`src/rtl/sram_byte_ctrl.sv`:
```
module sram_byte_ctrl #(
  parameter int CYCLE_CLKS = 6,
  parameter int AW         = 21
) (
  input  logic          clk,
  input  logic          rst_n,
  input  logic          byte_mode,
  input  logic          req_valid,
  input  logic          req_write,
  input  logic [AW:0]   req_addr,
  input  logic [15:0]   req_wdata,
  input  logic [1:0]    req_mask,
  output logic          req_ready,
  output logic [15:0]   rsp_rdata,
  output logic          rsp_done,
  output logic [AW-1:0] mem_addr,
  output logic          mem_ce1_n,
  output logic          mem_ce2,
  output logic          mem_we_n,
  output logic          mem_oe_n,
  output logic          mem_bhe_n,
  output logic          mem_ble_n,
  output logic [15:0]   mem_dq_o,
  output logic [15:0]   mem_dq_oe,
  input  logic [15:0]   mem_dq_i
);
  localparam int CNT_W = $clog2(CYCLE_CLKS + 1);

  typedef enum logic [1:0] {IDLE, SETUP, ACCESS, HOLD} phase_t;

  phase_t             ph;
  logic [CNT_W-1:0]   cnt;
  logic [AW:0]        a_q;
  logic [15:0]        d_q;
  logic [1:0]         lane_q;
  logic               wr_q;

  wire [1:0] lane_req = byte_mode ? {1'b0, req_mask[0]} : req_mask;
  wire       busy     = (ph != IDLE);

  assign req_ready = (ph == IDLE);
  assign mem_addr  = a_q[AW-1:0];
  assign mem_ce1_n = !busy;
  assign mem_ce2   = busy;
  assign mem_we_n  = !(ph == ACCESS && wr_q);
  assign mem_oe_n  = !(ph == ACCESS && !wr_q);
  assign mem_bhe_n = !(busy && (byte_mode || lane_q[1]));
  assign mem_ble_n = !(busy && (byte_mode || lane_q[0]));
  assign mem_dq_o  = byte_mode ? {a_q[AW], 7'h00, d_q[7:0]} : d_q;

  always_comb begin
    mem_dq_oe = 16'h0000;
    if (busy) begin
      if (wr_q)           mem_dq_oe = byte_mode ? 16'h80FF : 16'hFFFF;
      else if (byte_mode) mem_dq_oe = 16'h8000;
    end
  end

  always_ff @(posedge clk or negedge rst_n) begin
    if (!rst_n) begin
      ph        <= IDLE;
      cnt       <= '0;
      a_q       <= '0;
      d_q       <= '0;
      lane_q    <= '0;
      wr_q      <= 1'b0;
      rsp_done  <= 1'b0;
      rsp_rdata <= '0;
    end else begin
      rsp_done <= 1'b0;
      case (ph)
        IDLE: if (req_valid) begin
          a_q    <= req_addr;
          d_q    <= req_wdata;
          wr_q   <= req_write;
          lane_q <= lane_req;
          if (lane_req == 2'b00) rsp_done <= 1'b1;
          else                   ph       <= SETUP;
        end
        SETUP: begin
          ph  <= ACCESS;
          cnt <= CNT_W'(CYCLE_CLKS - 1);
        end
        ACCESS: if (cnt == '0) begin
          ph       <= HOLD;
          rsp_done <= 1'b1;
          if (!wr_q)
            rsp_rdata <= byte_mode ? {8'h00, mem_dq_i[7:0]}
                       : {lane_q[1] ? mem_dq_i[15:8] : 8'h00,
                          lane_q[0] ? mem_dq_i[7:0]  : 8'h00};
        end else begin
          cnt <= cnt - 1'b1;
        end
        HOLD: ph <= IDLE;
        default: ph <= IDLE;
      endcase
    end
  end

  assert_idle_deselect_R1: assert property (@(posedge clk) disable iff (!rst_n)
    req_ready |-> (mem_ce1_n && !mem_ce2 && mem_we_n && mem_oe_n));

  assert_strobe_excl_R3: assert property (@(posedge clk) disable iff (!rst_n)
    !(!mem_we_n && !mem_oe_n));

  assert_strobe_selected_R4: assert property (@(posedge clk) disable iff (!rst_n)
    (!mem_we_n || !mem_oe_n) |-> (!mem_ce1_n && mem_ce2));

  assert_done_pulse_R5: assert property (@(posedge clk) disable iff (!rst_n)
    rsp_done |=> !rsp_done);

  assert_no_contention_R6: assert property (@(posedge clk) disable iff (!rst_n)
    !mem_oe_n |-> (mem_dq_oe[14:0] == 15'h0));

  assert_back_to_standby_R9: assert property (@(posedge clk) disable iff (!rst_n)
    rsp_done |=> req_ready);

  assert_addr_stable_R10: assert property (@(posedge clk) disable iff (!rst_n)
    (!mem_ce1_n && $past(!mem_ce1_n)) |-> $stable(mem_addr));
endmodule

```
`config.mk`:
```
export PLATFORM = sky130hd
export DESIGN_NAME = sram_byte_ctrl
export DESIGN_NICKNAME = d
export VERILOG_FILES = /design/src/rtl/sram_byte_ctrl.sv
export SDC_FILE = /design/constraint.sdc
export NUM_CORES = 1
export LEC_CHECK = 0
export BUFFER_PORTS_ARGS = -buffer_cell sky130_fd_sc_hd__buf_2
export CAP_MARGIN = 20
export CORE_MARGIN = 3
export CORE_UTILIZATION = 51
export CTS_BUF_LIST = sky130_fd_sc_hd__clkbuf_4 sky130_fd_sc_hd__clkbuf_8 sky130_fd_sc_hd__clkbuf_16
export CTS_CLUSTER_SIZE = 28
export DETAILED_ROUTE_END_ITERATION = 10
export PLACE_DENSITY_LB_ADDON = 0.3
export SLEW_MARGIN = 0
export SYNTH_ARGS = -nofsm -noshare
export SYNTH_HDL_FRONTEND = slang
export SYNTH_SLANG_ARGS = --single-unit
```
`constraint.sdc`:
```
create_clock -name clk -period 3.3 [get_ports clk]
set_input_delay 0.495 -clock clk [delete_from_list [all_inputs] [get_ports clk]]
set_output_delay 0.495 -clock clk [all_outputs]
set_load 0.005 [all_outputs]
```
==> flow_summary.yaml <==
sta:
  largest_clock_skew_in_the_final_design_ps: 8.89
  worst_slew_margin_rel: 0.490
  final_max_slew_viol_count: 0
  final.hold.worst_slack_ps: 235
  final.setup.tns_ps: 0
  max_slew.worst_pin.slew_ps: 765
  finalSetupViolations: 0
  final_period_minus_worst_setup_slack_ps: 2490
  max_freq_mhz: 402
  period_share: 0.754
  grt_setup_unrepaired: "false"
  hold_viol_final: 0
critical_path:
  arrival_time_at_the_worst_endpoint_ps: 1990
  cp-start-kind: "flop"
  reg2reg_to: "d_q[5]"
  wp_data_required_ps: 2800
  worst-r2r-setup-slack_ps: 1360
  worst-r2r-cell-count: 4
  timing.setup.critical_path_class: "flop to primary output"
  worstPathMaxFanout: 9
  crit_path_end_kind: "primary output"
  crit-reg2reg-launch: "ph[0]"
logic_synthesis:
  synth-edff-count: 0
  mappedNetlistNets: 320
  synth-adder-area-share: 0.0201
  synth.yosys.warnings: 0
  ys_ff_latch: 63
  synthesis.area_per_instance_um2: 12.3
  postSynthCellCount: 254
  yosysSeqAreaShare: 0.505
  synthXorXnorAreaFrac: 0
  dominantRegCellSynth: "dfrtp_1"
  netlist_area_um2: 3120
  synthMuxAreaShare: 0.203
  synth_compound_gate_area_share: 0.0469
  synth-simple-area-share: 0.0890
  main_combinational_cell_family_by_area_after_synthesis: "multiplexers"
  post_synth_num_cell_types: 27
  asyncSetResetFlopFracSynth: 1.00
power_and_ir_drop:
  power_density_nw_per_um2: 966
  power.leakage_uw: 0.00205
  clockPowerShare: 0.180
  power.switching_uw: 1130
  power.share.switching: 0.317
  power_frac_comb: 0.436
  power.share.sequential: 0.384
  power_report.internal_total_uw: 2440
  power.ir.vdd_worst_v: 0.000564
clock_tree:
  tritoncts_clock_tree: "built"
  post_cts_resize_count: 0
  postCtsSetupBuffers: 0
  insertion_delay_ps: 330
  clockBufferDepth: 2
  h-tree-depth: 3
  ctsHoldBuffers: 0
  clk_transition_reported_paths_ps: 70
  tritoncts.num_buffers: 9
  clock_tree.root_cell: "clkbuf_8"
  clock_sink_count: 63
floorplanning:
  die_y_um: 84.2
  floorplan_die_width_um: 84.2
  floorplan.io_pins: 138
  design.die.area_um2: 7090
  initial_util: 0.546
  core-area_um2: 5710
  fp-row-count: 27
layout:
  fin_nets: 415
  post_route_cells_drive_above_1_share: 0.573
  n_antenna_cell: 0
  area_delta_synth_final_pct: 18.7
place:
  dp.final_hpwl_mm: 4.24
  gp_congestion: 0.725
  place.port_buffers: 137
routing:
  drc: 0
  firstDrtPassIters: 4
  drt_iter0_drc: 57
  antenna_violating_nets_post_route: 0
  wl_per_cell_um: 13.5
  dr_total_vias: 1986
  viasPerCell: 4.66
  drt-total-wl_mm: 5.74
global_routing:
  grt_pass1_vias: 2014
  total_routing_usage_gr: 0.166
  grt_max_degree: 43
  grt_pass1_wl_mm: 9.45
  grt_overflow: 0
  grt_antenna_before_repair: 0
min_path:
  hold_path.class: "input port to async pin"
flow_run:
  maxCapViolations: 0
status:
  status: "finished, final reports clean"
-- layer usage --
layer  share of wire  wire length (um)  track usage
met1            0.44              2550        0.213
met2            0.44              2530        0.263
met3            0.10               581       0.0451
met4           0.014                78       0.0775
met5               0                 0            0
-- how the worst max path moves through the flow --
stage / from / to / slack, ps / cells after the start
2_1_floorplan: ph[0] / mem_dq_oe[10] / 1100 / 5
5_1_grt: ph[0] / mem_dq_oe[9] / 600 / 5
3_3_place_gp: ph[0] / mem_dq_oe[13] / 1240 / 5
3_5_place_dp: ph[0] / mem_dq_oe[13] / 1160 / 5
4_1_cts: ph[0] / mem_dq_oe[13] / 780 / 5
6_report: ph[0] / mem_dq_oe[13] / 810 / 5
-- final cells by class --
type	count	area (um2)
Multi-Input combinational cell	131	1120
Inverter	6	22.5
Clock inverter	7	73.8
Sequential cell	63	1580
Clock buffer	9	124
Fill cell	469	2010
Tap cell	72	90.1
Timing Repair Buffer	138	693
-- cell families after synthesis --
group | after synthesis
muxes | 43
DFF | 63
adders and majority gates | 5
AOI/OAI and AO/OA | 26
buffers and inverters | 60
and+or+nand+nor | 57
-- layout by cell type (no fill, tap or decap) --
cell and n:
nand3b_2 1, nand2b_4 1, nor2_1 2, nand2_1 37, nand2_4 1, bufinv_16 1
a21oi_1 1, o22a_1 1, mux2_4 40, o31ai_1 1, inv_1 6, clkinvlp_4 1
nand2b_1 1, clkinv_4 3, o21ai_0 18, or2_2 1, dfrtp_1 63, nor2b_2 1
nor2b_1 11, buf_2 137, mux2_2 3, clkinv_2 2, buf_4 1, o2bb2ai_1 1
nor3_1 1, o21ai_1 3, clkbuf_8 9, a21boi_2 1, ha_1 5
-- power groups by stage --
stage	clock (uW)	sequential (uW)	combinational, uW
global placement	0	1370	1540
global route	700	1430	1710
finish	643	1370	1560
detailed placement	0	1380	1580
floorplan	0	1350	1350
CTS	667	1380	1590
-- stage by stage --
stage / utilization / std cells / setup WS (ps) / total power [uW] / instance area [um2]
2_1_floorplan: - / 254 / 1100 / 2700 / 3120
3_3_place_gp: 0.614 / 410 / 1240 / 2910 / 3500
3_5_place_dp: 0.614 / 410 / 1160 / 2970 / 3500
4_1_cts: 0.648 / 426 / 775 / 3630 / 3700
5_1_grt: 0.648 / 426 / 602 / 3840 / 3700
6_report: 0.648 / 426 / 812 / 3570 / 3700
-- synth_stat cells, types with 2 or more instances --
cell	n	share of area
buf_2	3	0.0048
nand2_1	37	0.045
dfrtp_1	63	0.51
nor2b_1	11	0.022
inv_1	6	0.0072
mux2_2	3	0.011
nor2_1	2	0.0024
mux2_4	40	0.19
buf_6	4	0.014
clkbuf_1	3	0.0036
o21ai_1	3	0.0048
o21ai_0	18	0.029
ha_1	5	0.020
buf_4	43	0.10
-- critical path: stages, from the launching register on --
cell and delay, ps:
dfrtp_1 370, inv_1 70, ha_1 320, nor2b_1 380, nor2b_1 360, buf_2 180
-- state kept, by name, indices dropped and copies added, names as in the netlist --
signal     count
rsp_rdata     16
wr_q           1
cnt            3
lane_q         2
ph             2
d_q           16
rsp_done       1
a_q           22
Power figures use the tool's default switching activity.
